File: src/rtl/dbi9_pkg.sv
package dbi9_pkg;

  // Packer phases: accepting input, leading pads before a command,
  // trailing pads after a closed data transfer, ninth byte of a group.
  typedef enum logic [1:0] {
    PK_TAKE  = 2'd0,
    PK_LEAD  = 2'd1,
    PK_TRAIL = 2'd2,
    PK_NINTH = 2'd3
  } pk_state_e;

endpackage

File: src/rtl/dbi9_merge.sv
module dbi9_merge #(
  parameter int DATA_W = 8,
  parameter int KW     = $clog2(DATA_W)
) (
  input  logic [KW-1:0]     slot,
  input  logic [DATA_W-1:0] carry_in,
  input  logic [DATA_W:0]   word,
  output logic [DATA_W-1:0] byte_out,
  output logic [DATA_W-1:0] carry_out
);

  localparam int WW = DATA_W + 1;
  localparam int XW = 2 * DATA_W + 1;

  logic [XW-1:0]     wide;
  logic [XW-1:0]     shifted;
  logic [KW:0]       sh;
  logic [DATA_W-1:0] keep;

  // carry_in holds 'slot' leftover bits right-aligned; the new word is
  // appended below them, the top DATA_W bits leave, slot+1 bits remain.
  always_comb begin
    wide    = ({{(DATA_W+1){1'b0}}, carry_in} << WW) | {{DATA_W{1'b0}}, word};
    sh      = {1'b0, slot} + 1'b1;
    shifted = wide >> sh;
    for (int i = 0; i < DATA_W; i++) begin
      keep[i] = (i <= int'(slot));
    end
    byte_out  = shifted[DATA_W-1:0];
    carry_out = wide[DATA_W-1:0] & keep;
  end

endmodule

File: src/rtl/dbi9_ctrl.sv
module dbi9_ctrl
  import dbi9_pkg::*;
#(
  parameter int DATA_W = 8,
  parameter int KW     = $clog2(DATA_W)
) (
  input  logic              clk,
  input  logic              rst,
  input  logic              in_valid,
  input  logic [DATA_W-1:0] in_data,
  input  logic              in_dc,
  input  logic              in_last,
  input  logic              can_load,
  output logic              in_ready,
  output logic              load,
  output logic [DATA_W-1:0] load_byte,
  output logic              load_end
);

  localparam logic [KW-1:0] LAST_K = KW'(DATA_W - 1);

  pk_state_e         state;
  logic [KW-1:0]     slot;
  logic [DATA_W-1:0] carry;
  logic [DATA_W-1:0] held_cmd;
  logic              end_pend;

  logic              emit_word;
  logic              ninth;
  logic              fire;
  logic [DATA_W:0]   word;
  logic [DATA_W-1:0] m_byte;
  logic [DATA_W-1:0] m_carry;

  assign in_ready = (state == PK_TAKE) && can_load;
  assign fire     = in_valid && in_ready;

  always_comb begin
    emit_word = 1'b0;
    ninth     = 1'b0;
    word      = '0;
    case (state)
      PK_TAKE: begin
        emit_word = fire;
        if (in_dc || slot == LAST_K) word = {in_dc, in_data};
      end
      PK_LEAD: begin
        emit_word = can_load;
        if (slot == LAST_K) word = {1'b0, held_cmd};
      end
      PK_TRAIL: emit_word = can_load;
      default:  ninth     = can_load;
    endcase
  end

  dbi9_merge #(.DATA_W(DATA_W), .KW(KW)) u_merge (
    .slot      (slot),
    .carry_in  (carry),
    .word      (word),
    .byte_out  (m_byte),
    .carry_out (m_carry)
  );

  assign load      = emit_word || ninth;
  assign load_byte = ninth ? carry : m_byte;
  assign load_end  = ninth && end_pend;

  always_ff @(posedge clk) begin
    if (rst) begin
      state    <= PK_TAKE;
      slot     <= '0;
      carry    <= '0;
      held_cmd <= '0;
      end_pend <= 1'b0;
    end else if (ninth) begin
      state    <= PK_TAKE;
      carry    <= '0;
      end_pend <= 1'b0;
    end else if (emit_word) begin
      carry <= m_carry;
      if (state == PK_TAKE) begin
        held_cmd <= in_data;
        end_pend <= !in_dc || in_last;
      end
      if (slot == LAST_K) begin
        slot  <= '0;
        state <= PK_NINTH;
      end else begin
        slot <= slot + 1'b1;
        if (state == PK_TAKE) begin
          if (!in_dc)       state <= PK_LEAD;
          else if (in_last) state <= PK_TRAIL;
        end
      end
    end
  end

  AST_NINTH_GAP: assert property (@(posedge clk) disable iff (rst)
    emit_word && slot == LAST_K |=> !in_ready) else $error("ninth byte gap");

  AST_CMD_LEAD_STALL: assert property (@(posedge clk) disable iff (rst)
    fire && !in_dc && slot != LAST_K |=> !in_ready) else $error("lead pad stall");

  AST_TRAIL_STALL: assert property (@(posedge clk) disable iff (rst)
    fire && in_dc && in_last |=> !in_ready) else $error("trail pad stall");

endmodule

File: src/rtl/dbi9_outreg.sv
module dbi9_outreg #(
  parameter int DATA_W = 8
) (
  input  logic              clk,
  input  logic              rst,
  input  logic              load,
  input  logic [DATA_W-1:0] load_byte,
  input  logic              load_end,
  input  logic              out_ready,
  output logic              can_load,
  output logic              out_valid,
  output logic [DATA_W-1:0] out_byte,
  output logic              out_end
);

  assign can_load = !out_valid || out_ready;

  always_ff @(posedge clk) begin
    if (rst) begin
      out_valid <= 1'b0;
      out_byte  <= '0;
      out_end   <= 1'b0;
    end else if (can_load) begin
      out_valid <= load;
      if (load) begin
        out_byte <= load_byte;
        out_end  <= load_end;
      end
    end
  end

  AST_OUT_HOLD: assert property (@(posedge clk) disable iff (rst)
    out_valid && !out_ready |=> out_valid && $stable(out_byte) && $stable(out_end))
    else $error("output not held");

endmodule

File: src/rtl/dbi9_packer.sv
module dbi9_packer #(
  parameter int DATA_W = 8
) (
  input  logic              clk,
  input  logic              rst,
  input  logic              in_valid,
  output logic              in_ready,
  input  logic [DATA_W-1:0] in_data,
  input  logic              in_dc,
  input  logic              in_last,
  output logic              out_valid,
  input  logic              out_ready,
  output logic [DATA_W-1:0] out_byte,
  output logic              out_end
);

  localparam int KW  = $clog2(DATA_W);
  localparam int WW  = DATA_W + 1;
  localparam int PCW = $clog2(WW + 1);

  logic              can_load;
  logic              load;
  logic [DATA_W-1:0] load_byte;
  logic              load_end;

  dbi9_ctrl #(.DATA_W(DATA_W), .KW(KW)) u_ctrl (
    .clk       (clk),
    .rst       (rst),
    .in_valid  (in_valid),
    .in_data   (in_data),
    .in_dc     (in_dc),
    .in_last   (in_last),
    .can_load  (can_load),
    .in_ready  (in_ready),
    .load      (load),
    .load_byte (load_byte),
    .load_end  (load_end)
  );

  dbi9_outreg #(.DATA_W(DATA_W)) u_out (
    .clk       (clk),
    .rst       (rst),
    .load      (load),
    .load_byte (load_byte),
    .load_end  (load_end),
    .out_ready (out_ready),
    .can_load  (can_load),
    .out_valid (out_valid),
    .out_byte  (out_byte),
    .out_end   (out_end)
  );

  // Position of the current output byte inside its nine-byte group,
  // counted from output handshakes only.
  logic [PCW-1:0] opos;

  always_ff @(posedge clk) begin
    if (rst) opos <= '0;
    else if (out_valid && out_ready) opos <= (opos == PCW'(WW - 1)) ? '0 : opos + 1'b1;
  end

  AST_END_ALIGN: assert property (@(posedge clk) disable iff (rst)
    out_valid && out_end |-> opos == PCW'(WW - 1)) else $error("end misaligned");

  AST_ACCEPT_LATENCY: assert property (@(posedge clk) disable iff (rst)
    in_valid && in_ready |=> out_valid) else $error("no output after accept");

endmodule

File: config.mk
export PLATFORM = sky130hd
export DESIGN_NAME = dbi9_packer
export DESIGN_NICKNAME = d
export VERILOG_FILES = /design/src/rtl/dbi9_pkg.sv /design/src/rtl/dbi9_merge.sv /design/src/rtl/dbi9_ctrl.sv /design/src/rtl/dbi9_outreg.sv /design/src/rtl/dbi9_packer.sv
export SDC_FILE = /design/constraint.sdc
export NUM_CORES = 1
export LEC_CHECK = 0
export BUFFER_PORTS_ARGS = -buffer_cell sky130_fd_sc_hd__buf_4
export CORE_MARGIN = 8
export CORE_UTILIZATION = 62
export DETAILED_ROUTE_END_ITERATION = 6
export PLACE_DENSITY = 0.95
export SLEW_MARGIN = 20
export SYNTH_ARGS = -nofsm -noshare
export SYNTH_HDL_FRONTEND = slang
export SYNTH_SLANG_ARGS = --single-unit
export TNS_END_PERCENT = 5
File: constraint.sdc
create_clock -name clk -period 5.03 [get_ports clk]
set_clock_uncertainty 0.15 [all_clocks]
set_input_delay 1.006 -clock clk [delete_from_list [all_inputs] [get_ports clk]]
set_output_delay 1.006 -clock clk [all_outputs]
set_load 0.005 [all_outputs]
==> results by group, run 1 <==
Yosys
  – Distinct cell type count after synthesis: 49
  – Most used standard cells in the synthesized netlist: dfxtp_1, nor2_1, nand2_1
  – Leading cell type by number of instances after synthesis: dfxtp_1
  – Commonest register cell after synthesis: dfxtp_1
  – Yosys warns: 0
  – Cell area after synthesis: between 1500 and 2000 µm²
  – Library cell occupying the most area in the post-synthesis netlist: dfxtp_1
  – Gate count after technology mapping: 241
  – Number of flops mapped to enable cells by yosys: 0
  – Synth top area cells: dfxtp_1, mux2i_1, a21oi_1
  – Number of nets produced by synthesis: 263
  – Seq/Total Area, Yosys: 32.2%
  – Number of flip-flops and latches in the synthesized netlist: 32
  – Proportion of register bits with asynchronous set or reset after synthesis: 0%
  – Mean area per synthesized cell: 8.25 µm²
  – Portion of synthesized cell area occupied by the leading cell type: between 30% and 40%

Detailed routing
  – Number of DRC violations after detailed routing: 0
  – Starting DRT DRC Count: 302
  – Count of nets left with antenna violations after detail routing: 0
  – Routed wirelength normalized by instance count: 19.6 µm
  – Detail-routed via count per cell: 6.81
  – Number of detailed-route iterations in the first pass: 5
  – Aggregate routed wire length: approximately 5.8 mm
  – Count of vias placed by the detailed router: 2,035

Worst setup path
  – Most used cell, CP: ha_1
  – Setup crit start kind: flip-flop
  – Largest stage delay, worst path: 0.92 ns
  – Maximum fanout count along the critical path: 24
  – Buf+Inv Stages, Crit Path: 0
  – Critical Path End Type: flip-flop
  – Cells traversed along the worst timing path: ha_1, ha_1, nor2_1, or3_1, a32oi_1, mux2i_1, a221oi_2
  – Crit-path slowest cell: dfxtp_1
  – Kind of critical path: flip-flop to flip-flop
  – CP top delay family: flip-flops
  – Data arrival at the endpoint of the critical path: 3.38 ns
  – Critical Path RT: 5.15 ns

Timing
  – Remaining max-slew budget at the tightest pin: 39.0%
  – Hold violation count in the final report: 0
  – RSZ-0062 raised after global routing: false
  – Slew at the pin with the worst max-slew slack: 0.912 ns
  – Peak Freq: between 300 and 400 MHz
  – Final setup violation count: 0
  – Final min period: 3.26 ns
  – Max-slew violation count: 0
  – Fin crit share: between 60% and 70%
  – Total negative slack for setup checks: 0 ns

Final layout
  – Multi-input logic area: 1220 µm²
  – Register Area: 641 µm²
  – Layout area overhead: 10.9%
  – Number of inserted diodes: 0
  – Final nets: 276
  – Share of final-layout standard cells stronger than drive strength 1: 15.7%
  – Fill cells: 253

Place
  – GP Congestion: 0.941
  – DP HPWL: approximately 4.0 mm
  – Number of I/O port buffers: 24

GRT
  – Grt ovf: 0
  – Number of global-route vias before repair: 1,954
  – Pin count of the biggest net entering global routing: 25
  – Tot GR Track Use: ~23%
  – Global-route wire length before repair: 9.43 mm
  – Initial antenna violation count: 0

Clocking
  – Clock-pin slew on the worst setup and hold paths: 0.10 ns
  – Clock tree from TritonCTS: yes
  – Number of post-CTS setup repair buffers: 0
  – Hold-fix buffer count after cts: 0
  – H-tree lvl count: 2
  – Clock latency on the worst-skew pair: about 0.35 ns
  – Total clock buffers created by CTS: 5
  – Post-CTS resize count: 0
  – Library cell used as clock root buffer: clkbuf_4
  – Sink Count: 32
  – Maximum clock path buffer count: 2

Floorplan
  – Core Region: 3050 µm²
  – I/O pin total: 25
  – Y dimension of the die: 72.6 µm
  – Starting utilization of the core area: 65.2%
  – Number of core rows: 20
  – Chip width: 72.6 µm
  – Total Die Area: approximately 5300 µm²

Power and ir drop
  – Leak pwr: 0.840 nW
  – Tot Pwr: 1.41 mW
  – Maximum VDD drop: a little under 0.4 mV
  – Power per cell area: between 600 and 700 nW/µm²

Hold path
  – Hold Crit Class: flip-flop to flip-flop

Outcome
  – Outcome: completed

Run
  – Count of maximum capacitance violations: 0
-- cells by family after synthesis --
logic type	after synthesis	share of synthesized area, %
fa+ha+maj	8	5.03
mux	19	11.4
buf+inv	27	6.67
flops	32	32.2
simple gates	80	17.9
compound gates	75	26.8
-- final timing paths --
path                          start                 to  slack (ns)  cells after the start
setup / recovery     u_ctrl.slot[0]  u_out.out_byte[6]        1.77                      7
setup reg to reg     u_ctrl.slot[0]  u_out.out_byte[6]        1.77                      7
hold / removal    u_out.out_byte[7]  u_out.out_byte[7]        0.31                      2
hold reg to reg   u_out.out_byte[7]  u_out.out_byte[7]        0.31                      2
-- metal layers --
layer / track usage, % / part of all wire, % / vias up
met5: 0 / 0 / -
met2: 35.3 / 46 / 142
met1: 26.4 / 38 / 947
met4: 14.0 / 3.4 / 0
met3: 7.55 / 12 / 27
li1: - / - / 919
-- flip-flops by register name, indices dropped and copies added, names as in the netlist --
signal,flops
u_ctrl.carry,8
u_out.out_end,1
u_out.out_valid,1
u_out.out_byte,8
u_ctrl.end_pend,1
u_ctrl.slot,3
u_ctrl.state,2
u_ctrl.held_cmd,8
-- worst min-delay path, cell delays in order (launching register included) --
cell	delay, ns
dfxtp_1	0.32
nand2_1	0.05
a21oi_1	0.05
-- where the power goes --
| group | total (mW) | switching [mW] | internal, mW | leakage [nW] |
|---|---|---|---|---|
| clock | 0.198 | 0.0935 | 0.104 | 0.0422 |
| combinational | 0.801 | 0.502 | 0.299 | 0.537 |
| sequential | 0.412 | 0.0898 | 0.322 | 0.261 |
-- metrics by stage --
step	std cells	setup WS [ns]	instance area (µm²)	hold slack, ns	util [%]
floorplan	241	2.51	1990	0.279	-
global placement	291	2.01	2130	0.290	69.8
detailed placement	291	1.93	2130	0.297	69.8
CTS	299	1.87	2210	0.310	72.3
global route	299	1.54	2210	0.354	72.3
finish	299	1.77	2210	0.309	72.3
-- cell type report --
type	instances	share of cell area [%]
clock buffers	6	1.87
inverters	8	1.36
repair buffers	25	8.51
flip-flops and latches	32	29.0
multi-input cells	182	55.1
well taps	44	2.50
clock inverters	2	1.59
-- layout by cell type (no fill, tap or decap), types with 3 or more instances in the layout --
master,instances
a21oi_1,21
a22oi_1,3
a32oi_1,9
buf_4,25
clkbuf_4,5
dfxtp_1,32
ha_1,8
inv_1,6
mux2i_1,16
mux4_2,3
nand2_1,25
nand3_1,3
nor2_1,28
nor3_1,10
nor4_1,3
o21a_1,3
o21ai_0,9
o21ai_1,3
o221ai_1,3
Note: power is estimated with default switching activity, not from simulation.
==> run 2: changes to the inputs <==
CORE_UTILIZATION = 57   (was 62)
PLACE_DENSITY = 0.9   (was 0.95)
clock period = 3.4 ns   (was 5.03 ns; I/O delays follow)
==> results by group, run 2 (synthesis gave the netlist of run 1 again) <==
Power and ir drop
  – Tot Pwr: 2.00 mW (+42%)
  – Combinational share of power: 61.1% (+4.3 points)
  – Leak pwr: 0.841 nW (+0.10%)
  – Seq pwr share: 27.6% (-1.6 points)
  – Power per cell area: 905 nW/µm² (+42%)
  – Maximum VDD drop: 0.476 mV (+21%)
  – Switching power summed over all nets: 965 µW (+41%)
  – Internal: 1.03 mW (+42%)
  – Sw Ratio: 48.3% (-0.25 points)
  – Clock share of power: 11.3% (-2.7 points)

Detailed routing
  – Routed wirelength normalized by instance count: 18.3 µm (-6.7%)
  – Number of DRC violations after detailed routing: 0 (unchanged)
  – Detail-routed via count per cell: 6.43 (-5.5%)
  – Count of nets left with antenna violations after detail routing: 0 (unchanged)
  – Count of vias placed by the detailed router: 1,949 (-4.2%)
  – Starting DRT DRC Count: 255 (-16%)
  – Number of detailed-route iterations in the first pass: 5 (unchanged)
  – Aggregate routed wire length: 5.53 mm (-5.4%)

Clocking
  – Post-CTS resize count: 0 (unchanged)
  – Total clock buffers created by CTS: 5 (unchanged)
  – H-tree lvl count: 2 (unchanged)
  – Library cell used as clock root buffer: clkbuf_4
  – Sink Count: 32 (unchanged)
  – Clock tree from TritonCTS: yes
  – Clock latency on the worst-skew pair: 0.34 ns (about the same)
  – Maximum clock path buffer count: 2 (unchanged)
  – Hold-fix buffer count after cts: 0 (unchanged)
  – Clock-pin slew on the worst setup and hold paths: 0.10 ns (about the same)
  – Number of post-CTS setup repair buffers: 0 (unchanged)

Final layout
  – Number of inserted diodes: 0 (unchanged)
  – Final cell count without fillers: 303 (+1.3%)
  – Final core occ: 66.1% (-6.1 points)
  – Commonest non-fill, non-tap cells in the layout: dfxtp_1, nor2_1, buf_4
  – Final nets: 278 (+0.72%)
  – Multi-input logic area: 1220 µm² (unchanged)
  – Fill cells: 314 (+24%)
  – Registers with the highest flip-flop counts: u_ctrl.carry (8), u_ctrl.held_cmd (8), u_out.out_byte (8)
  – Register Area: 641 µm² (unchanged)
  – Cell area after layout: 2210 µm² (unchanged)
  – Share of final-layout standard cells stronger than drive strength 1: 16.0% (+0.27 points)
  – Most frequent standard cell in the layout excluding fill and tap cells: dfxtp_1
  – Layout area overhead: 10.9% (unchanged)

Worst setup path
  – Maximum fanout count along the critical path: 20 (-17%)
  – Critical Path End Type: flip-flop
  – Kind of critical path: flip-flop to flip-flop
  – Critical Path RT: 3.52 ns (-1.63 ns)
  – Data arrival at the endpoint of the critical path: 2.92 ns (-0.46 ns)
  – Setup crit start kind: flip-flop

Floorplan
  – Total Die Area: 5640 µm² (+6.8%)
  – Starting utilization of the core area: 59.6% (-5.5 points)
  – I/O pin total: 25 (unchanged)
  – Chip width: 75.1 µm (+3.3%)
  – Y dimension of the die: 75.1 µm (+3.3%)
  – Core Region: 3340 µm² (+9.3%)
  – Number of core rows: 21 (+5.0%)

Place
  – Worst slack after detailed placement: 0.685 ns (-1.24 ns)
  – GP Congestion: 0.922 (-2.1%)
  – Number of I/O port buffers: 24 (unchanged)
  – Placed Instances: 295 (+1.4%)
  – DP HPWL: 3.89 mm (-2.7%)
  – Placed inst area: 2150 µm² (+0.82%)

Hold path
  – Hold Crit Class: flip-flop to flip-flop

Timing
  – Remaining max-slew budget at the tightest pin: 41.0% (+2.0 points)
  – Total negative slack for setup checks: 0 ns (unchanged)
  – Peak Freq: 357 MHz (+17%)
  – Final min period: 2.80 ns (-0.464 ns)
  – Final hold slack: 0.314 ns (+0.00562 ns)
  – RSZ-0062 raised after global routing: false
  – Slew at the pin with the worst max-slew slack: 0.882 ns (-0.0297 ns)
  – Fin crit share: 82.3% (+17 points)
  – Post-route setup slack: 0.600 ns (-1.17 ns)
  – Final setup violation count: 0 (unchanged)
  – Hold violation count in the final report: 0 (unchanged)
  – Max-slew violation count: 0 (unchanged)

Run
  – Count of maximum capacitance violations: 0 (unchanged)

Outcome
  – Outcome: completed

GRT
  – Number of global-route vias before repair: 1,828 (-6.4%)
  – Grt ovf: 0 (unchanged)
  – Initial antenna violation count: 0 (unchanged)
  – Global-route wire length before repair: 9.06 mm (-3.9%)
  – Tot GR Track Use: 21.3% (-1.5 points)
  – Pin count of the biggest net entering global routing: 24 (-4.0%)
run 2: cell count changes in the layout (fill, tap and decap cells not counted):
cell       before  now
clkinv_2        1    0
clkbuf_1        1    2
clkbuf_8        0    1
bufinv_16       1    0
buf_4          25   27
run 2: worst paths after layout:
| check | start | endpoint | slack, ns | depth (start not counted) |
|---|---|---|---|---|
| worst max register to register | u_ctrl.state[1] | u_ctrl.carry[5] | 0.60 | 7 |
| worst max-delay path | u_ctrl.state[1] | u_ctrl.carry[5] | 0.60 | 7 |
| worst min-delay path | u_out.out_byte[1] | u_out.out_byte[1] | 0.31 | 2 |
| worst min register to register | u_out.out_byte[1] | u_out.out_byte[1] | 0.31 | 2 |
run 2: metal layers:
metal	vias up	global-route usage (%)	share of wire, %
met4	0	11.1	2.2
li1	928	-	-
met5	-	0	0
met3	9	4.79	9.7
met1	912	26.3	40
met2	100	33.7	48
run 2: cell type report:
type / instances / area share, %
timing repair buffer: 27 / 9.19
multi-input combinational: 182 / 55.1
clock buffer: 8 / 2.67
sequential: 32 / 29.0
inverter: 8 / 1.36
tap: 46 / 2.61
run 2: power by group through the flow:
stage          clock [mW]  sequential, mW  combinational, mW
6_report            0.226           0.550               1.22
5_1_grt             0.255           0.563               1.33
4_1_cts             0.231           0.547               1.20
3_5_place_dp            0           0.555               1.19
3_3_place_gp            0           0.550               1.17
2_1_floorplan           0           0.541              0.936
run 2: critical path, stage by stage, from the launching register on:
cell	delay, ns
dfxtp_1	0.34
inv_1	0.11
ha_1	0.58
a21oi_1	0.20
or3_1	0.67
a2111oi_0	0.49
a21oi_1	0.08
nor2_1	0.10
